<file path="config.mk">
export PLATFORM = sky130hd
export DESIGN_NAME = spec_line_tracker
export DESIGN_NICKNAME = d
export VERILOG_FILES = /design/src/rtl/spec_cache_pkg.sv /design/src/rtl/sc_req_decode.sv /design/src/rtl/sc_snoop_judge.sv /design/src/rtl/sc_line_store.sv /design/src/rtl/spec_line_tracker.sv
export SDC_FILE = /design/constraint.sdc
export NUM_CORES = 1
export LEC_CHECK = 0
export BUFFER_PORTS_ARGS = -buffer_cell sky130_fd_sc_hd__buf_2
export CAP_MARGIN = 20
export CORE_ASPECT_RATIO = 1.25
export CORE_UTILIZATION = 42
export DETAILED_ROUTE_END_ITERATION = 10
export PLACE_DENSITY_LB_ADDON = 0.1
export SYNTH_ARGS = -nofsm -noshare
export SYNTH_HDL_FRONTEND = slang
export SYNTH_SLANG_ARGS = --single-unit
</file>
<file path="constraint.sdc">
create_clock -name clk -period 3.39 [get_ports clk]
set_input_delay 0.5085 -clock clk [delete_from_list [all_inputs] [get_ports clk]]
set_output_delay 0.5085 -clock clk [all_outputs]
set_load 0.01 [all_outputs]
</file>
<file path="src/rtl/spec_cache_pkg.sv">
`timescale 1ns/1ps
package spec_cache_pkg;
  typedef enum logic [1:0] {
    OP_LOAD  = 2'd0,
    OP_STORE = 2'd1,
    OP_FILL  = 2'd2,
    OP_RSVD  = 2'd3
  } req_op_e;

  typedef enum logic [1:0] {
    ST_MISS  = 2'd0,
    ST_DONE  = 2'd1,
    ST_STALL = 2'd2,
    ST_RSVD  = 2'd3
  } rsp_st_e;

  typedef enum logic [1:0] {
    SNP_IGNORE  = 2'd0,
    SNP_KILL    = 2'd1,
    SNP_VIOLATE = 2'd2
  } snp_act_e;
endpackage

</file>
<file path="src/rtl/sc_req_decode.sv">
`timescale 1ns/1ps
module sc_req_decode
  import spec_cache_pkg::*;
(
  input  logic [1:0] op_i,
  input  logic       spec_i,
  input  logic       hit_i,
  input  logic       line_sl_i,
  input  logic       line_sm_i,
  output rsp_st_e    status_o,
  output logic       wr_data_o,
  output logic       install_o,
  output logic       set_sl_o,
  output logic       set_sm_o
);
  logic flagged;
  assign flagged = line_sl_i | line_sm_i;

  always_comb begin
    status_o  = ST_MISS;
    wr_data_o = 1'b0;
    install_o = 1'b0;
    set_sl_o  = 1'b0;
    set_sm_o  = 1'b0;
    case (req_op_e'(op_i))
      OP_LOAD: begin
        if (hit_i) begin
          status_o = ST_DONE;
          set_sl_o = spec_i;
        end
      end
      OP_STORE: begin
        if (spec_i) begin
          if (hit_i) begin
            status_o  = ST_DONE;
            wr_data_o = 1'b1;
            set_sm_o  = 1'b1;
          end else begin
            status_o = ST_STALL;
          end
        end else if (hit_i) begin
          if (!line_sm_i) begin
            status_o  = ST_DONE;
            wr_data_o = 1'b1;
          end else begin
            status_o = ST_STALL;
          end
        end else if (flagged) begin
          status_o = ST_STALL;
        end else begin
          status_o  = ST_DONE;
          install_o = 1'b1;
          wr_data_o = 1'b1;
        end
      end
      OP_FILL: begin
        if (flagged) begin
          status_o = ST_STALL;
        end else begin
          status_o  = ST_DONE;
          install_o = 1'b1;
          wr_data_o = 1'b1;
        end
      end
      default: ;
    endcase
  end
endmodule

</file>
<file path="src/rtl/sc_snoop_judge.sv">
`timescale 1ns/1ps
module sc_snoop_judge
  import spec_cache_pkg::*;
#(
  parameter int EPOCH_W = 4
) (
  input  logic               hit_i,
  input  logic               line_sl_i,
  input  logic               line_sm_i,
  input  logic [EPOCH_W-1:0] snp_epoch_i,
  input  logic [EPOCH_W-1:0] own_epoch_i,
  output snp_act_e           act_o
);
  logic earlier;
  assign earlier = snp_epoch_i < own_epoch_i;

  always_comb begin
    act_o = SNP_IGNORE;
    if (hit_i) begin
      if (line_sl_i && earlier)           act_o = SNP_VIOLATE;
      else if (!line_sl_i && !line_sm_i)  act_o = SNP_KILL;
    end
  end
endmodule

</file>
<file path="src/rtl/sc_line_store.sv">
`timescale 1ns/1ps
module sc_line_store #(
  parameter int LINES  = 8,
  parameter int TAG_W  = 5,
  parameter int DATA_W = 16,
  localparam int IDX_W = $clog2(LINES)
) (
  input  logic              clk,
  input  logic              rst_n,
  input  logic              squash_i,
  input  logic              commit_i,
  input  logic              kill_en_i,
  input  logic [IDX_W-1:0]  kill_idx_i,
  input  logic              wr_en_i,
  input  logic [IDX_W-1:0]  wr_idx_i,
  input  logic              wr_install_i,
  input  logic              wr_data_en_i,
  input  logic              wr_set_sl_i,
  input  logic              wr_set_sm_i,
  input  logic [TAG_W-1:0]  wr_tag_i,
  input  logic [DATA_W-1:0] wr_data_i,
  output logic [LINES-1:0]  valid_o,
  output logic [LINES-1:0]  sl_o,
  output logic [LINES-1:0]  sm_o,
  output logic [TAG_W-1:0]  tag_o  [LINES],
  output logic [DATA_W-1:0] data_o [LINES]
);
  for (genvar g = 0; g < LINES; g++) begin : g_line
    logic              v_q, sl_q, sm_q;
    logic [TAG_W-1:0]  tag_q;
    logic [DATA_W-1:0] data_q;
    logic              sel_wr, sel_kill;

    assign sel_wr   = wr_en_i   && (wr_idx_i   == IDX_W'(g));
    assign sel_kill = kill_en_i && (kill_idx_i == IDX_W'(g));

    always_ff @(posedge clk or negedge rst_n) begin
      if (!rst_n) begin
        v_q    <= 1'b0;
        sl_q   <= 1'b0;
        sm_q   <= 1'b0;
        tag_q  <= '0;
        data_q <= '0;
      end else if (squash_i) begin
        if (sm_q) v_q <= 1'b0;
        sl_q <= 1'b0;
        sm_q <= 1'b0;
      end else if (commit_i) begin
        sl_q <= 1'b0;
        sm_q <= 1'b0;
      end else if (sel_kill) begin
        v_q <= 1'b0;
      end else if (sel_wr) begin
        if (wr_install_i) begin
          v_q   <= 1'b1;
          tag_q <= wr_tag_i;
          sl_q  <= 1'b0;
          sm_q  <= 1'b0;
        end
        if (wr_data_en_i) data_q <= wr_data_i;
        if (wr_set_sl_i)  sl_q   <= 1'b1;
        if (wr_set_sm_i)  sm_q   <= 1'b1;
      end
    end

    assign valid_o[g] = v_q;
    assign sl_o[g]    = sl_q;
    assign sm_o[g]    = sm_q;
    assign tag_o[g]   = tag_q;
    assign data_o[g]  = data_q;

    AST_SQUASH_KEEPS_CLEAN: assert property (@(posedge clk) disable iff (!rst_n)
      squash_i && v_q && !sm_q |=> v_q && $stable(data_q));
    AST_SQUASH_DROPS_SPEC: assert property (@(posedge clk) disable iff (!rst_n)
      squash_i && sm_q |=> !v_q);
    AST_COMMIT_KEEPS_SPEC: assert property (@(posedge clk) disable iff (!rst_n)
      commit_i && !squash_i && v_q |=> v_q && !sl_q && !sm_q);
  end

  AST_FLASH_CLEARS_FLAGS: assert property (@(posedge clk) disable iff (!rst_n)
    squash_i || commit_i |=> $countones({sl_o, sm_o}) == 0);
endmodule

</file>
<file path="src/rtl/spec_line_tracker.sv">
`timescale 1ns/1ps
module spec_line_tracker
  import spec_cache_pkg::*;
#(
  parameter int ADDR_W  = 8,
  parameter int DATA_W  = 16,
  parameter int LINES   = 8,
  parameter int EPOCH_W = 4
) (
  input  logic               clk,
  input  logic               rst_n,
  input  logic               cfg_epoch_we,
  input  logic [EPOCH_W-1:0] cfg_epoch,
  input  logic               req_valid,
  output logic               req_ready,
  input  logic [1:0]         req_op,
  input  logic               req_spec,
  input  logic [ADDR_W-1:0]  req_addr,
  input  logic [DATA_W-1:0]  req_wdata,
  output logic               rsp_valid,
  input  logic               rsp_ready,
  output logic [1:0]         rsp_status,
  output logic [DATA_W-1:0]  rsp_rdata,
  input  logic               snp_valid,
  input  logic [ADDR_W-1:0]  snp_addr,
  input  logic [EPOCH_W-1:0] snp_epoch,
  input  logic               squash,
  input  logic               commit,
  output logic               violation
);
  localparam int IDX_W = $clog2(LINES);
  localparam int TAG_W = ADDR_W - IDX_W;

  logic [LINES-1:0]  valid_v, sl_v, sm_v;
  logic [TAG_W-1:0]  tag_a  [LINES];
  logic [DATA_W-1:0] data_a [LINES];

  logic [EPOCH_W-1:0] epoch_q;
  logic               viol_q;
  logic               rsp_valid_q;
  logic [1:0]         rsp_status_q;
  logic [DATA_W-1:0]  rsp_rdata_q;

  // request path lookup
  logic [IDX_W-1:0] r_idx;
  logic [TAG_W-1:0] r_tag;
  logic             r_hit;
  assign r_idx = req_addr[IDX_W-1:0];
  assign r_tag = req_addr[ADDR_W-1:IDX_W];
  assign r_hit = valid_v[r_idx] && (tag_a[r_idx] == r_tag);

  rsp_st_e r_status;
  logic    r_wr_data, r_install, r_set_sl, r_set_sm;

  sc_req_decode u_decode (
    .op_i      (req_op),
    .spec_i    (req_spec),
    .hit_i     (r_hit),
    .line_sl_i (sl_v[r_idx]),
    .line_sm_i (sm_v[r_idx]),
    .status_o  (r_status),
    .wr_data_o (r_wr_data),
    .install_o (r_install),
    .set_sl_o  (r_set_sl),
    .set_sm_o  (r_set_sm)
  );

  // snoop path lookup
  logic [IDX_W-1:0] s_idx;
  logic [TAG_W-1:0] s_tag;
  logic             s_hit;
  snp_act_e         s_act;
  assign s_idx = snp_addr[IDX_W-1:0];
  assign s_tag = snp_addr[ADDR_W-1:IDX_W];
  assign s_hit = valid_v[s_idx] && (tag_a[s_idx] == s_tag);

  sc_snoop_judge #(.EPOCH_W(EPOCH_W)) u_judge (
    .hit_i       (s_hit),
    .line_sl_i   (sl_v[s_idx]),
    .line_sm_i   (sm_v[s_idx]),
    .snp_epoch_i (snp_epoch),
    .own_epoch_i (epoch_q),
    .act_o       (s_act)
  );

  // control arbitration: squash > commit > snoop > request
  logic busy, commit_eff, snp_eff, req_fire;
  assign busy       = squash || commit;
  assign commit_eff = commit && !squash && !viol_q;
  assign snp_eff    = snp_valid && !busy;
  assign req_ready  = !viol_q && !busy && !snp_valid && (!rsp_valid_q || rsp_ready);
  assign req_fire   = req_valid && req_ready;

  sc_line_store #(.LINES(LINES), .TAG_W(TAG_W), .DATA_W(DATA_W)) u_store (
    .clk          (clk),
    .rst_n        (rst_n),
    .squash_i     (squash),
    .commit_i     (commit_eff),
    .kill_en_i    (snp_eff && (s_act == SNP_KILL)),
    .kill_idx_i   (s_idx),
    .wr_en_i      (req_fire),
    .wr_idx_i     (r_idx),
    .wr_install_i (r_install),
    .wr_data_en_i (r_wr_data),
    .wr_set_sl_i  (r_set_sl),
    .wr_set_sm_i  (r_set_sm),
    .wr_tag_i     (r_tag),
    .wr_data_i    (req_wdata),
    .valid_o      (valid_v),
    .sl_o         (sl_v),
    .sm_o         (sm_v),
    .tag_o        (tag_a),
    .data_o       (data_a)
  );

  always_ff @(posedge clk or negedge rst_n) begin
    if (!rst_n)            epoch_q <= '0;
    else if (cfg_epoch_we) epoch_q <= cfg_epoch;
  end

  always_ff @(posedge clk or negedge rst_n) begin
    if (!rst_n)                                 viol_q <= 1'b0;
    else if (squash)                            viol_q <= 1'b0;
    else if (snp_eff && s_act == SNP_VIOLATE)   viol_q <= 1'b1;
  end

  always_ff @(posedge clk or negedge rst_n) begin
    if (!rst_n) begin
      rsp_valid_q  <= 1'b0;
      rsp_status_q <= '0;
      rsp_rdata_q  <= '0;
    end else if (req_fire) begin
      rsp_valid_q  <= 1'b1;
      rsp_status_q <= r_status;
      rsp_rdata_q  <= (r_status == ST_DONE && req_op == OP_LOAD) ? data_a[r_idx] : '0;
    end else if (rsp_ready) begin
      rsp_valid_q <= 1'b0;
    end
  end

  assign rsp_valid  = rsp_valid_q;
  assign rsp_status = rsp_status_q;
  assign rsp_rdata  = rsp_rdata_q;
  assign violation  = viol_q;

  AST_VIOL_STICKY: assert property (@(posedge clk) disable iff (!rst_n)
    viol_q && !squash |=> viol_q);
  AST_NO_ACCEPT_IN_VIOL: assert property (@(posedge clk) disable iff (!rst_n)
    viol_q |-> !req_ready);
  AST_SQUASH_CLEARS_VIOL: assert property (@(posedge clk) disable iff (!rst_n)
    squash |=> !viol_q);
  AST_VIOL_FROM_SNOOP: assert property (@(posedge clk) disable iff (!rst_n)
    $rose(viol_q) |-> $past(snp_valid) && !$past(squash));
  AST_RSP_HOLD: assert property (@(posedge clk) disable iff (!rst_n)
    rsp_valid_q && !rsp_ready |=> rsp_valid_q && $stable(rsp_rdata_q) && $stable(rsp_status_q));
  AST_ACCEPT_ANSWERED: assert property (@(posedge clk) disable iff (!rst_n)
    req_valid && req_ready |=> rsp_valid_q);
endmodule

</file>
# Word-level counts from Yosys, hierarchy flattened
# Index checks and enable logic that the tools add are counted.
[totals]
word_cells = 368
in_bits = 51
ff_bits = 216
[op_classes]
n_mux = 157
n_eq_ne = 38
bitwise = 13
n_lt_le_gt_ge = 5
reduce_logical = 110
[ops]
columns = ["operator", "n"]
rows = [
  ["two-way mux 1 bit", 131],
  ["AND reduction 5 bit", 16],
  ["nonzero test 3 bit", 24],
  ["binary-select mux 16 bit (select 3 bit)", 1],
  ["two-way mux 16 bit", 3],
  ["AND reduction 3 bit", 16],
  ["AND reduction 4 bit", 8],
  ["binary-select mux 5 bit (select 3 bit)", 2],
  ["logical AND 1 bit", 30],
  ["== test 3 bit (second input constant)", 8],
  ["!= test 3 bit (second input constant)", 8],
  ["two-way mux 5 bit", 4],
  ["binary-select mux 1 bit (select 3 bit)", 6],
  ["!= test 2 x 1 -> 1 bit (second input constant)", 8],
  ["two-way mux 2 bit", 7],
  ["== test 3 x 2 -> 1 bit (second input constant)", 4],
  ["== test 5 bit", 2],
  ["inverter 1 bit", 10],
  ["greater-or-equal comparator 4 bit (second input constant)", 2],
  ["less-than comparator 3 x 4 -> 1 bit (second input constant)", 2],
  ["inverter 3 -> 4 bit", 2],
  ["nonzero test 4 bit", 2],
  ["zero test 1 bit", 7],
  ["== test 2 x 1 -> 1 bit (second input constant)", 3],
  ["other kinds (11)", 17],
]

# Depth between registers and ports, before layout
# Gate-level depths: netlist of run 1.
[depth]
depth_word = 15
ltp_mapped = 14

# Cells and area by module
# From an unflattened synthesis of run 1, not the netlist that was laid out.
[unflattened]
cells_unflattened = 767
hier_area_um2 = 11085.6
[modules_own_cells]
columns = ["mod", "cells_each", "area_per_inst_um2", "instances", "seq_area_each_um2"]
rows = [
  ["sc_line_store", 505, 7835.0, 1, 4804.6],
  ["spec_line_tracker", 223, 2974.1, 1, 600.6],
  ["sc_req_decode", 26, 181.4, 1, 0.0],
  ["sc_snoop_judge", 13, 95.1, 1, 0.0],
]

# Least setup slack after synthesis of run 1
# Ideal clock, no wire load.
[synth_path]
kind = "in2reg"
from = "input port req_addr[2]"
to = "register u_store.g_line[6].data_q[10]"
path_buffers = 4
arrival_ps = 2957
path_slack_ps = 306
cell_stages = 12
required_time_ps = 3263
path_cell_list = "buf_2 mux2_1 o22ai_1 nand2_1 a31o_1 a2111oi_4 a41o_1 buf_4 nor2b_1 buf_4 buf_6 mux2_1"
[synth_between]
elab_chain_len = 10
word_cells_on_any_way = 22
[synth_rtl]
columns = ["element", "line_no", "text"]
rows = [
  ["from (decl)", "spec_line_tracker.sv:18", "input logic [ADDR_W-1:0] req_addr,"],
  ["inverter 3 -> 4 bit (implied by the code)", "spec_line_tracker.sv:50", "assign r_hit = valid_v[r_idx] && (tag_a[r_idx] == r_tag);"],
  ["binary-select mux 5 bit (select 3 bit)", "spec_line_tracker.sv:50", ""],
  ["two-way mux 5 bit (implied by the code) (2 in series)", "spec_line_tracker.sv:50", ""],
  ["== test 5 bit", "spec_line_tracker.sv:50", ""],
  ["logical AND 1 bit", "spec_line_tracker.sv:50", ""],
  ["two-way mux 1 bit (on tied branches)", "sc_req_decode.sv:41, sc_req_decode.sv:34", ""],
  ["two-way mux 1 bit", "sc_req_decode.sv:33", "if (spec_i) begin"],
  ["case mux 1 bit (2 select lines)", "sc_req_decode.sv:25", "case (req_op_e'(op_i))"],
  ["AND reduction 5 bit (no source line) (*)", "n/a", ""],
  ["to (signal assigned)", "sc_line_store.sv:60", "if (wr_data_en_i) data_q <= wr_data_i;"],
  ["to (decl)", "sc_line_store.sv:31", "logic [DATA_W-1:0] data_q;"],
]
# Every way passes the cells marked *; elsewhere a longest branch is shown, timed or not. The select of a mux whose other input is x is not followed.
# A chain may end at the register's enable or synchronous reset.

# Worst setup path after layout of run 1
[layout_path]
from = "register u_store.g_line[7].sl_q"
to = "register u_store.g_line[1].tag_q[3]"
[layout_between]
elab_chain_len = 12
word_cells_on_any_way = 20
[layout_rtl]
columns = ["element", "line_no", "text"]
rows = [
  ["from (decl)", "sc_line_store.sv:29", "logic v_q, sl_q, sm_q;"],
  ["from (signal assigned)", "sc_line_store.sv:40", "sl_q <= 1'b0;"],
  ["from (signal assigned)", "sc_line_store.sv:46", "sl_q <= 1'b0;"],
  ["from (signal assigned)", "sc_line_store.sv:49", "sl_q <= 1'b0;"],
  ["binary-select mux 1 bit (select 3 bit)", "spec_line_tracker.sv:79", ".line_sl_i (sl_v[s_idx]),"],
  ["two-way mux 1 bit (implied by the code)", "spec_line_tracker.sv:79", ""],
  ["zero test 1 bit", "sc_snoop_judge.sv:21", "else if (!line_sl_i && !line_sm_i) act_o = SNP_KILL;"],
  ["logical AND 1 bit", "sc_snoop_judge.sv:21", ""],
  ["two-way mux 1 bit", "sc_snoop_judge.sv:21", ""],
  ["two-way mux 2 bit", "sc_snoop_judge.sv:20", "if (line_sl_i && earlier) act_o = SNP_VIOLATE;"],
  ["two-way mux 2 bit", "sc_snoop_judge.sv:19", "if (hit_i) begin"],
  ["== test 2 x 1 -> 1 bit", "spec_line_tracker.sv:99", ".kill_en_i (snp_eff && (s_act == SNP_KILL)),"],
  ["logical AND 1 bit", "spec_line_tracker.sv:99", ""],
  ["logical AND 1 bit", "sc_line_store.sv:35", "assign sel_kill = kill_en_i && (kill_idx_i == IDX_W'(g));"],
  ["inverter 1 bit (no source line)", "n/a", ""],
  ["AND reduction 5 bit (no source line) (*)", "n/a", ""],
  ["to (signal assigned)", "sc_line_store.sv:56", "tag_q <= wr_tag_i;"],
  ["to (decl)", "sc_line_store.sv:30", "logic [TAG_W-1:0] tag_q;"],
]
# Marked as above.

==> out/metrics.sh, run 1 <==
STATUS='finished clean'
MAPPEDNETLISTNETS=827
SETUP.WORST_PATH.START_CLASS='flip-flop'
POSTSYNTHCELLCOUNT=769
FLOORPLAN.DIE_AREA_SQ_UM=26000
DRV.MAX_CAP_VIOLATION_COUNT=0
IR_WORST_VDD_mV=0.339
TIMING.FINAL.SETUP_VIOLATIONS=0
ANTENNA_LEFT=0
GR-USAGE-MET2_PCT=37.2
MIN_PERIOD_OVER_PERIOD_PCT=88.0
START_UTIL_PCT=43.1
ANTENNA_VIOLATIONS_BEFORE_REPAIR=1
PERIOD_NEEDED_NS=2.98
DIE_W_MICRONS=145
TIMING_MAX_TRANSITION_VIOLATIONS_FINAL=0
SYNTH_CELL_TYPES=56
FIN_SETUP_TNS_NS=0
MAX_FREQ_GHz=0.335
CLOCK-SINKS=216
RELSLEWSLACK_PCT=41.2
FINAL_NET_COUNT=916
REG2REG_FROM='u_store.g_line[7].sl_q'
DPL.HPWL_MM=17.9
CP-END-KIND='flip-flop'
FINALHOLDVIOLCOUNT=0
VIAS_IN_THE_FIRST_GLOBAL_ROUTE=7333
GRT.MET3_USAGE_PCT=2.71
GLOBALROUTEOVERFLOWTOTAL=0
WORSTSETUPPATHTYPE='flip-flop to flip-flop'
DR_TOTAL_VIAS=6692
NUMBER_OF_BUFFERS_INSERTED_BY_PORT_BUFFERING=71
TIMING.HOLD.WORST.CLASS='input port to async pin'
AVGVIACOUNTPERCELL=5.55
SYNTH.TOP_CELL.AREA_SHARE_PCT=50.7
POST_CTS_BUFFERS=0
AREA.GROWTH.SYNTH_TO_FINAL_PCT=16.0
CLKTRANSATPATHREGS_NS=0.06
FLOORPLAN.ROWS=64
CTS-BUFFERS-INSERTED=24
GRT_FIRST_PASS_WIRELENGTH_MM=41.4
MOST_REPEATED_CELL_IN_THE_GATE_LEVEL_NETLIST_AFTER_SYNTHESIS='dfrtp_1'
DRIVE_ABOVE_1_SHARE_PCT=43.2
SYNTH_AREA_LEADERS='dfrtp_1 51%, mux2_2 15%, mux4_2 11%'
CTS_TREE='yes'
CTS.HOLD.BUFFERS_ADDED=0
DRT_FIRST_PASS_ITERS=7
FILLCELLCOUNT=2157
CTS_HTREE_LEVELS=1
POST_SYNTH.CELL_AREA_AVG_SQ_UM=13.9
CLK-INSERTION-DELAY-LATE_NS=0.51
YS.WARNINGS.COUNT=0
GRT_MAX_USAGE_LAYER='met2'
ROOT_BUFFER='clkbuf_16'
POST_SYNTH_MOST_FREQUENT_CELLS='216 x dfrtp_1, 143 x mux2_2, 69 x nand2_1'
INITIALDRTVIOLATIONCOUNT=301
IO-PIN-COUNT=72
STATIC-LEAKAGE-POWER_nW=6.02
CRITPATHREQUIREDTIME_NS=3.77
CRIT_ARRIVAL_NS=3.37
WORSTMARGINPINSLEW_NS=0.882
NUMBER_OF_BUFFERS_ON_THE_LONGEST_CLOCK_PATH=3
POST_CTS_RESIZED=0
POSTSYNTH.ASYNCRESETSHARE_PCT=100
DIE_H_MICRONS=180
HOLD-WORST-SLACK_NS=0.0844
FP.COREAREA_SQ_UM=24700
ROUTED_WIRELENGTH_MM=25.9
GP_CONGESTION=0.836
POWER.DENSITY_nW_PER_UM2=463
SETUP.WORST_PATH.START='u_store.g_line[7].sl_q'
UNREPAIRED_SETUP_ENDPOINTS_AFTER_GLOBAL_ROUTING='no'
GROUTE.USAGE.OVERALL_PCT=20.9
SYNTH-SEQ-AREA-SHARE_PCT=50.7
GROUTE.LAYER.MET1.USAGE_PCT=26.4
WORST_CLOCK_SKEW_NS=0.0163
GRT_START_MAX_NET_PINS=106
WORST_SLACK_NS=0.406
SYNTH.LARGEST_AREA_CELL='dfrtp_1'
POST-ROUTE-DRC-COUNT=0
MAPPEDNETLISTAREA_SQ_UM=10700
ROUTED_WIRE_LENGTH_PER_INSTANCE_MICRONS=21.5
POSTSYNTH.TOPFLOPCELL='dfrtp_1'
SYNTH-SEQ-CELLS=216
ANTENNADIODECOUNT=0
FIN_TOTAL_PWR_W=0.00574
PATH_MAX_FANOUT=6
SYNTH_ENABLE_FLOP_CELLS=0
DPL_WORST_SLACK_NS=-0.0171
==> state kept, by name (all words and copies together) (netlist names) <==
| signal | count |
|---|---|
| u_store.g_line.data_q | 128 |
| rsp_status | 2 |
| u_store.g_line.v_q | 8 |
| rsp_valid | 1 |
| u_store.g_line.tag_q | 40 |
| u_store.g_line.sm_q | 8 |
| violation | 1 |
| epoch_q | 4 |
| u_store.g_line.sl_q | 8 |
| rsp_rdata | 16 |
==> worst paths after layout <==
check | endpoint | cells after the start | slack (ns)
setup / recovery | u_store.g_line[1].tag_q[3] | 8 | 0.41
hold / removal | epoch_q[1] | 1 | 0.08
setup reg to reg | u_store.g_line[1].tag_q[3] | 8 | 0.41
hold reg to reg | rsp_rdata[12] | 2 | 0.48
max in group asynchronous | u_store.g_line[0].data_q[0] | 2 | 2.32
min in group clk | epoch_q[1] | 3 | 0.21
==> through the flow <==
step                      instance area (sq um)  cells  util (%)
after global placement                    11600   1162      46.8
after global routing                      12400   1206      50.0
final                                     12400   1206      50.0
after floorplan                           10700    769         -
after detailed placement                  11600   1162      46.8
after CTS                                 12400   1206      50.0
==> where the power goes <==
group | switching [W] | internal (W)
combinational | 0.000254 | 0.000209
sequential | 0.0000471 | 0.00266
clock | 0.00103 | 0.00154
total | 0.00133 | 0.00441
==> worst max-delay path, cell delays in order (launching register included) <==
cell	delay [ns]
dfrtp_1	0.40
mux4_2	0.49
mux2i_1	0.25
and2_1	0.19
nand2_1	0.06
or2_1	0.27
a311oi_2	0.37
and2_1	0.43
mux2_2	0.39
==> final cells by class <==
cell class,count,area (sq um),share of cell area (%)
flip-flops and latches,216,5410,43.7
clock buffers,36,717,5.79
inverters,12,45.0,0.364
multi-input cells,493,4960,40.1
repair buffers,111,767,6.20
well taps,330,413,3.34
clock inverters,8,71.3,0.576
==> cells in the final DEF (no fill, tap or decap), drive strengths merged, types with 10 or more instances in the layout <==
master	n
dfrtp	216
mux2	176
buf	110
nand2	74
mux4	54
o21ai	38
clkbuf	37
mux2i	32
inv	12
nor2	10
==> cells by family (layout without fill, tap and decap cells) <==
| family | count (synthesis) | after routing | share of synthesized area [%] |
|---|---|---|---|
| multiplexers | 262 | 262 | 33.4 |
| flip-flops | 216 | 216 | 50.7 |
| AND/OR/NAND/NOR | 136 | 136 | 6.31 |
| AO/OA/AOI/OAI | 80 | 80 | 5.29 |
| buffers and inverters | 60 | 167 | 2.86 |
| XOR/XNOR | 8 | 8 | 0.657 |
| adder cells (fa/ha/maj) | 7 | 7 | 0.821 |
==> metal layers <==
metal,share of wire (%),vias to the layer above
met4,2.3,0
met1,42,3479
li1,-,3016
met2,52,148
met5,0,-
met3,3.7,49
Power figures use the tool's default switching activity.
==> run 2: changes to the inputs <==
--- a/config.mk
+++ b/config.mk
@@ -5,6 +5,7 @@
 export SDC_FILE = /design/constraint.sdc
 export NUM_CORES = 1
 export LEC_CHECK = 0
+export ABC_AREA = 1
 export BUFFER_PORTS_ARGS = -buffer_cell sky130_fd_sc_hd__buf_2
 export CAP_MARGIN = 20
 export CORE_ASPECT_RATIO = 1.25
==> run 2 against run 1 <==
- the run now ends with negative hold slack left
- clock-buffer cell count rose by 2
- global-route usage grew 7.3 points
- die area up 7.8%
- synthesized cell count is 94% higher
- maximum frequency up 9.2%
- clock skew shrank 0.0015 ns
- largest power group is now the clock network
==> out/metrics.sh, run 2 <==
STATUS='finished with violations'  # was finished clean
FAILING_CHECKS='negative hold slack'
POWER.DENSITY_nW_PER_UM2=456  # was 463 nW/um^2
POSTSYNTH.TOPFLOPCELL='dfrtp_1'  # unchanged
YS.WARNINGS.COUNT=0  # unchanged
CTS_TREE='yes'  # unchanged
SYNTH-SEQ-CELLS=216  # unchanged
CRIT_ARRIVAL_NS=3.14  # was 3.37 ns
FINAL_NET_COUNT=1590  # was 916
FLOORPLAN.DIE_AREA_SQ_UM=28100  # was 26000 sq um
POST_SYNTH_MOST_FREQUENT_CELLS='646 x nand2_1, 216 x dfrtp_1, 144 x nand4_1'  # was 216 x dfrtp_1, 143 x mux2_2, 69 x nand2_1
FP.COREAREA_SQ_UM=26900  # was 24700 sq um
MULTIINPUTGATEAREA_SQ_UM=5320  # was 4960 sq um
FILLCELLCOUNT=2711  # was 2157
TIMING.HOLD.WORST.CLASS='input port to async pin'  # unchanged
POSTSYNTH.ASYNCRESETSHARE_PCT=100  # unchanged
SYNTH_SIMPLE_GATE_AREA_SHARE_PCT=37.3  # was 6.31%
GROUTE.USAGE.OVERALL_PCT=28.3  # was 20.9%
CLOCK-SINKS=216  # unchanged
DIE_H_MICRONS=187  # was 180 microns
DRV.MAX_CAP_VIOLATION_COUNT=0  # unchanged
STATIC-LEAKAGE-POWER_nW=6.83  # was 6.02 nW
MOST_REPEATED_CELL_IN_THE_GATE_LEVEL_NETLIST_AFTER_SYNTHESIS='nand2_1'  # was dfrtp_1
HOLD-WORST-SLACK_NS=-0.0285  # was 0.0844 ns
CTS-BUFFERS-INSERTED=24  # unchanged
WORSTSETUPPATHTYPE='flip-flop to flip-flop'  # unchanged
SYNTH-SEQ-AREA-SHARE_PCT=47.0  # was 50.7%
MAPPEDNETLISTAREA_SQ_UM=11500  # was 10700 sq um
WORST_SLACK_NS=0.658  # was 0.406 ns
PERIOD_NEEDED_NS=2.73  # was 2.98 ns
FIN_SETUP_TNS_NS=0  # unchanged
POSTSYNTHCELLCOUNT=1494  # was 769
GLOBALROUTEOVERFLOWTOTAL=0  # unchanged
TIMING_MAX_TRANSITION_VIOLATIONS_FINAL=0  # unchanged
DR_TOTAL_VIAS=10700  # was 6692
RELSLEWSLACK_PCT=54.8  # was 41.2%
TIMING.FINAL.SETUP_VIOLATIONS=0  # unchanged
ANTENNA_LEFT=0  # unchanged
DRT_FIRST_PASS_ITERS=5  # was 7
START_UTIL_PCT=42.8  # was 43.1%
AREA.GROWTH.SYNTH_TO_FINAL_PCT=12.5  # was 16.0%
SYNTH_CELL_TYPES=38  # was 56
INITIALDRTVIOLATIONCOUNT=847  # was 301
TOP_REGISTER='u_store.g_line.data_q'  # unchanged
AVGVIACOUNTPERCELL=5.67  # was 5.55
MAX_FREQ_GHz=0.366  # was 0.335 GHz
MAPPEDNETLISTNETS=1552  # was 827
DPL_WORST_SLACK_NS=0.236  # was -0.0171 ns
DRIVE_ABOVE_1_SHARE_PCT=13.1  # was 43.2%
ROUTED_WIRELENGTH_MM=38.6  # was 25.9 mm
SYNTH_ENABLE_FLOP_CELLS=0  # unchanged
CRITPATHREQUIREDTIME_NS=3.79  # was 3.77 ns
VIAS_IN_THE_FIRST_GLOBAL_ROUTE=10400  # was 7333
WORSTMARGINPINSLEW_NS=0.678  # was 0.882 ns
UNREPAIRED_SETUP_ENDPOINTS_AFTER_GLOBAL_ROUTING='no'  # unchanged
ROOT_BUFFER='clkbuf_16'  # unchanged
DIE_W_MICRONS=150  # was 145 microns
GRT_FIRST_PASS_WIRELENGTH_MM=60.9  # was 41.4 mm
MIN_PERIOD_OVER_PERIOD_PCT=80.6  # was 88.0%
FINALHOLDVIOLCOUNT=10  # was 0
IR_WORST_VDD_mV=0.337  # was 0.339 mV
IO-PIN-COUNT=72  # unchanged
CLK-INSERTION-DELAY-LATE_NS=0.52  # was 0.51 ns
GRT_START_MAX_NET_PINS=83  # was 106
CP-END-KIND='flip-flop'  # unchanged
POST-ROUTE-DRC-COUNT=0  # unchanged
SETUP.WORST_PATH.START_CLASS='flip-flop'  # unchanged
ROUTED_WIRE_LENGTH_PER_INSTANCE_MICRONS=20.4  # was 21.5 microns
LAYOUT.CELLS.MOST_COMMON='nand2_1'  # was dfrtp_1
CLKTRANSATPATHREGS_NS=0.06  # about the same
ANTENNA_VIOLATIONS_BEFORE_REPAIR=0  # was 1
POST_CTS_RESIZED=0  # unchanged
POST_SYNTH.CELL_AREA_AVG_SQ_UM=7.71  # was 13.9 sq um
SYNTH_FA_HA_AREA_SHARE_PCT=0.761  # was 0.821%
LAYOUT.AREA.SEQ_SQ_UM=5410  # unchanged
SYNTH.TOP_CELL.AREA_SHARE_PCT=47.0  # was 50.7%
FLOORPLAN.ROWS=67  # was 64
POST_CTS_BUFFERS=0  # unchanged
SYNTH_AREA_LEADERS='dfrtp_1 47%, nand2_1 21%, nand4_1 7.8%'  # was dfrtp_1 51%, mux2_2 15%, mux4_2 11%
GP_CONGESTION=0.867  # was 0.836
WORST_CLOCK_SKEW_NS=0.0148  # was 0.0163 ns
POST_SYNTHESIS_COMPOUND_GATE_AREA_FRACTION_PCT=7.89  # was 5.29%
NUMBER_OF_BUFFERS_INSERTED_BY_PORT_BUFFERING=71  # unchanged
NUMBER_OF_BUFFERS_ON_THE_LONGEST_CLOCK_PATH=3  # unchanged
SYNTH_TOP_FAMILY_BY_AREA='simple AND/OR/NAND/NOR gates'  # was multiplexers
SYNTH.MUX.AREA_FRACTION_PCT=0  # was 33.4%
LARGEST_REGISTER_FFS=128  # unchanged
CTS_HTREE_LEVELS=1  # unchanged
POSTLAYOUTCELLAREA_SQ_UM=13000  # was 12400 sq um
MOSTFREQUENTLAYOUTCELLS='646 x nand2_1, 216 x dfrtp_1, 144 x nand4_1'  # was 216 x dfrtp_1, 143 x mux2_2, 69 x nand2_1, 69 x buf_2, 54 x mux4_2
ANTENNADIODECOUNT=0  # unchanged
SYNTH-XOR-AREA-SHARE_PCT=0  # was 0.657%
CTS.HOLD.BUFFERS_ADDED=0  # unchanged
PLACEDINSTANCEAREA_SQ_UM=12100  # was 11600 sq um
SYNTH.LARGEST_AREA_CELL='dfrtp_1'  # unchanged
DPL.HPWL_MM=24.6  # was 17.9 mm
PATH_MAX_FANOUT=16  # was 6
## run 2: logic make-up after synthesis
kind of cell	Yosys count
AND/OR/NAND/NOR	960
flip-flops	216
buffers and inverters	163
AO/OA/AOI/OAI	148
adder cells (fa/ha/maj)	7
## run 2: metal layers
layer | vias to the layer above | track usage (%) | routed length (microns)
met4 | 0 | 10.6 | 1420
li1 | 5101 | - | -
met5 | - | 0 | 0
met3 | 81 | 3.10 | 2110
met1 | 5163 | 37.3 | 16300
met2 | 379 | 47.4 | 18800
## run 2: cell type report
class,count,share of cell area (%)
timing repair buffer,121,6.11
inverter,54,1.58
clock buffer,38,5.83
multi-input combinational,1115,41.0
clock inverter,4,0.367
sequential,216,41.7
tap,345,3.33
## run 2: final timing paths
kind	slack, ns	depth (start not counted)	start	endpoint
min reg2reg	0.47	2	u_store.g_line[6].data_q[5]	u_store.g_line[6].data_q[5]
max	0.66	11	rsp_valid	u_store.g_line[6].data_q[15]
max in group asynchronous	2.48	2	rst_n	epoch_q[0]
min in group clk	0.20	2	rsp_ready	rsp_valid
min	-0.03	1	rst_n	u_store.g_line[4].tag_q[1]
max reg2reg	0.66	11	rsp_valid	u_store.g_line[6].data_q[15]
## run 2: critical path, stage by stage, from the launching register on
cell	delay [ns]
dfrtp_1	0.38
inv_1	0.06
o21ai_0	0.09
nor3_2	0.16
nand2_2	0.19
nor2_4	0.37
inv_2	0.30
nor2_2	0.18
buf_4	0.31
nand3_4	0.33
nand2_1	0.16
nand2_1	0.06
## run 2: where the power goes
| group | total [W] | internal [W] | switching [W] | leakage, nW |
|---|---|---|---|---|
| clock network | 0.00266 | 0.00159 | 0.00107 | 0.394 |
| logic | 0.000597 | 0.000158 | 0.000440 | 3.46 |
| registers | 0.00265 | 0.00262 | 0.0000253 | 2.97 |
| total | 0.00591 | 0.00437 | 0.00154 | 6.83 |
## run 2: stage by stage
step	total power [W]	util, %	std cells
after CTS	0.00596	48.1	1893
after global placement	0.00329	45.1	1851
after global routing	0.00613	48.1	1893
after floorplan	0.00307	-	1494
final	0.00591	48.1	1893
after detailed placement	0.00329	45.1	1851
==> run 3: changes to the inputs <==
==> constraint.sdc (replaced) <==
create_clock -name clk -period 2.65 [get_ports clk]
set_input_delay 0.3975 -clock clk [delete_from_list [all_inputs] [get_ports clk]]
set_output_delay 0.3975 -clock clk [all_outputs]
set_load 0.01 [all_outputs]
==> run 3 against run 2 <==
- the flow now finishes without violations
- cell area grew 3.3%
- maximum frequency grew 18%
- via count grew 0.55%
- die area is the same
- first-iteration DRC count shrank 14%
- non-clock buffer count grew 38
- largest cell class unchanged
==> out/metrics.sh, run 3 (same netlist as run 2, synthesis figures left out) <==
TOP_REGISTER='u_store.g_line.data_q'  # unchanged
PERIOD_NEEDED_NS=2.31  # was 2.73 ns
GROUTE.USAGE.OVERALL_PCT=28.4  # was 28.3%
DPL.HPWL_MM=25.0  # was 24.6 mm
REG2REGPATHDEPTH=10  # was 11
RELSLEWSLACK_PCT=61.9  # was 54.8%
STATUS='finished clean'  # was finished with violations
NUMBER_OF_BUFFERS_INSERTED_BY_PORT_BUFFERING=71  # unchanged
DRV.MAX_CAP_VIOLATION_COUNT=0  # unchanged
LAYOUT.CELLS.MOST_COMMON='nand2_1'  # unchanged
FP.COREAREA_SQ_UM=26900  # unchanged
TIMING_MAX_TRANSITION_VIOLATIONS_FINAL=0  # unchanged
TIMING.HOLD.WORST.CLASS='input port to flip-flop'  # was input port to async pin
LAYOUT.AREA.SEQ_SQ_UM=5410  # unchanged
SETUP.WORST_PATH.START_CLASS='flip-flop'  # unchanged
CTS-BUFFERS-INSERTED=24  # unchanged
ANTENNADIODECOUNT=0  # unchanged
POST_CTS_RESIZED=0  # unchanged
VIAS_IN_THE_FIRST_GLOBAL_ROUTE=10600  # was 10400
FILLCELLCOUNT=2688  # was 2711
GRT_START_MAX_NET_PINS=74  # was 83
AREA.GROWTH.SYNTH_TO_FINAL_PCT=16.2  # was 12.5%
AVGVIACOUNTPERCELL=5.58  # was 5.67
POST_CTS_BUFFERS=0  # unchanged
MAX_FREQ_GHz=0.433  # was 0.366 GHz
ROUTED_WIRELENGTH_MM=38.4  # was 38.6 mm
ANTENNA_LEFT=0  # unchanged
IO-PIN-COUNT=72  # unchanged
START_UTIL_PCT=42.8  # unchanged
R2R_END='u_store.g_line[7].data_q[13]'  # was u_store.g_line[6].data_q[15]
WORST_CLOCK_SKEW_NS=0.0172  # was 0.0148 ns
CP_SLOWEST_CELL='nor2_2'  # was dfrtp_1
CP_CELL_SEQUENCE='inv_1, o21ai_0, nor3_2, nand2_2, nor2_4, inv_2, nor2_2, nand3_4, nand2_1, nand2_1'  # was inv_1, o21ai_0, nor3_2, nand2_2, nor2_4, inv_2, nor2_2, buf_4, nand3_4, nand2_1, nand2_1
MIN_PERIOD_OVER_PERIOD_PCT=87.2  # was 80.6%
LARGEST_REGISTER_FFS=128  # unchanged
PATH_MAX_FANOUT=16  # unchanged
REG2REG_FROM='rsp_valid'  # unchanged
WORSTSETUPPATHTYPE='flip-flop to flip-flop'  # unchanged
FINAL_NET_COUNT=1628  # was 1590
GRT_FIRST_PASS_WIRELENGTH_MM=61.1  # was 60.9 mm
CLKTRANSATPATHREGS_NS=0.06  # about the same
CLOCK-SINKS=216  # unchanged
TIMING.HOLD.WORST_ENDPOINT='rsp_valid'
CRITPATHBUFINV=2  # was 3
DR_TOTAL_VIAS=10800  # was 10700
POST-ROUTE-DRC-COUNT=0  # unchanged
WORSTMARGINPINSLEW_NS=0.572  # was 0.678 ns
GP_CONGESTION=0.915  # was 0.867
IR_WORST_VDD_mV=0.451  # was 0.337 mV
CLK-INSERTION-DELAY-LATE_NS=0.53  # was 0.52 ns
DIE_H_MICRONS=187  # unchanged
CTS_TREE='yes'  # unchanged
CP_TOP_FAMILY='simple AND/OR/NAND/NOR gates'  # unchanged
ROUTED_WIRE_LENGTH_PER_INSTANCE_MICRONS=19.8  # was 20.4 microns
UNREPAIRED_SETUP_ENDPOINTS_AFTER_GLOBAL_ROUTING='no'  # unchanged
ANTENNA_VIOLATIONS_BEFORE_REPAIR=0  # unchanged
WORST_PATH_MOST_REPEATED_CELL='nand2_1'  # unchanged
FINALHOLDVIOLCOUNT=0  # was 10
CP-END-KIND='flip-flop'  # unchanged
INITIALDRTVIOLATIONCOUNT=726  # was 847
MIN_PATH_CELLS=2
HOLDCRITSTARTPOINT='rsp_ready'
FLOORPLAN.ROWS=67  # unchanged
MOSTFREQUENTLAYOUTCELLS='646 x nand2_1, 216 x dfrtp_1, 144 x nand4_1'  # unchanged
FIN_SETUP_TNS_NS=0  # unchanged
WORST_SETUP_SLACK_FOR_REGISTER_TO_REGISTER_PATHS_NS=0.34  # was 0.66 ns
CTS_HTREE_LEVELS=1  # unchanged
MULTIINPUTGATEAREA_SQ_UM=5320  # unchanged
DIE_W_MICRONS=150  # unchanged
STATIC-LEAKAGE-POWER_nW=7.06  # was 6.83 nW
DRT_FIRST_PASS_ITERS=5  # unchanged
CP_SLOWEST_STAGE_DELAY_NS=0.43  # was 0.38 ns
NUMBER_OF_BUFFERS_ON_THE_LONGEST_CLOCK_PATH=3  # unchanged
PLACEDCELLCOUNT=1888  # was 1851
FLOORPLAN.DIE_AREA_SQ_UM=28100  # unchanged
CRIT_ARRIVAL_NS=2.73  # was 3.14 ns
DRIVE_ABOVE_1_SHARE_PCT=15.2  # was 13.1%
GLOBALROUTEOVERFLOWTOTAL=0  # unchanged
FINAL-INSTANCE-COUNT-EXCL-FILL=1933  # was 1893
ROOT_BUFFER='clkbuf_16'  # unchanged
CRITPATHREQUIREDTIME_NS=3.07  # was 3.79 ns
POWER.DENSITY_nW_PER_UM2=570  # was 456 nW/um^2
TIMING.FINAL.SETUP_VIOLATIONS=0  # unchanged
run 3: how the worst max path moves through the flow:
stage | start | endpoint | slack, ns | cells after the start
2_1_floorplan | req_op[0] | u_store.g_line[0].data_q[0] | 0.40 | 8
3_3_place_gp | req_addr[0] | u_store.g_line[0].data_q[3] | 0.10 | 18
3_5_place_dp | req_addr[1] | u_store.g_line[0].data_q[12] | 0.05 | 16
4_1_cts | rsp_valid | u_store.g_line[7].data_q[5] | 0.36 | 10
5_1_grt | rsp_valid | u_store.g_line[7].data_q[4] | 0.18 | 10
6_report | rsp_valid | u_store.g_line[7].data_q[13] | 0.34 | 10
run 3: worst reg2reg max path: stages (launching register included):
cell,delay [ns]
dfrtp_1,0.37
inv_1,0.06
o21ai_0,0.10
nor3_2,0.16
nand2_2,0.18
nor2_4,0.15
inv_2,0.19
nor2_2,0.43
nand3_4,0.34
nand2_1,0.16
nand2_1,0.06
run 3: per-layer routing:
layer | share of wire (%) | wire length [microns] | vias to the layer above | track usage, %
met1 | 42 | 16100 | 5162 | 37.1
met2 | 48 | 18400 | 361 | 47.0
li1 | - | - | 5181 | -
met4 | 4.1 | 1580 | 0 | 12.0
met3 | 5.8 | 2220 | 79 | 3.54
met5 | 0 | 0 | - | 0
run 3: layout make-up:
| class | instances | share of cell area, % |
|---|---|---|
| clock buffer | 39 | 5.67 |
| clock inverter | 5 | 0.440 |
| inverter | 54 | 1.53 |
| multi-input combinational | 1115 | 39.7 |
| sequential | 216 | 40.4 |
| tap | 345 | 3.23 |
| timing repair buffer | 159 | 9.00 |
run 3: stage by stage:
| step | utilization [%] | cell area, sq um | hold slack, ns | total power (W) | worst slack, ns |
|---|---|---|---|---|---|
| after CTS | 49.7 | 13400 | 0.0447 | 0.00771 | 0.360 |
| after global placement | 46.6 | 12600 | 0.310 | 0.00425 | 0.103 |
| final | 49.7 | 13400 | 0.0616 | 0.00762 | 0.340 |
| after detailed placement | 46.6 | 12600 | 0.313 | 0.00425 | 0.0537 |
| after global routing | 49.7 | 13400 | 0.0616 | 0.00793 | 0.176 |
| after floorplan | - | 11500 | 0.102 | 0.00392 | 0.397 |
run 3: timing repair:
item | CTS | global route
hold endpoints to repair | 36 | 0
hold buffers | 1 | 0
endpoints found under the setup margin | 0 | 0
run 3: power breakdown:
part | total [W] | leakage, nW | internal (W) | switching (W)
clock network | 0.00343 | 0.401 | 0.00205 | 0.00137
registers | 0.00338 | 2.97 | 0.00335 | 0.0000318
logic | 0.000810 | 3.69 | 0.000243 | 0.000567
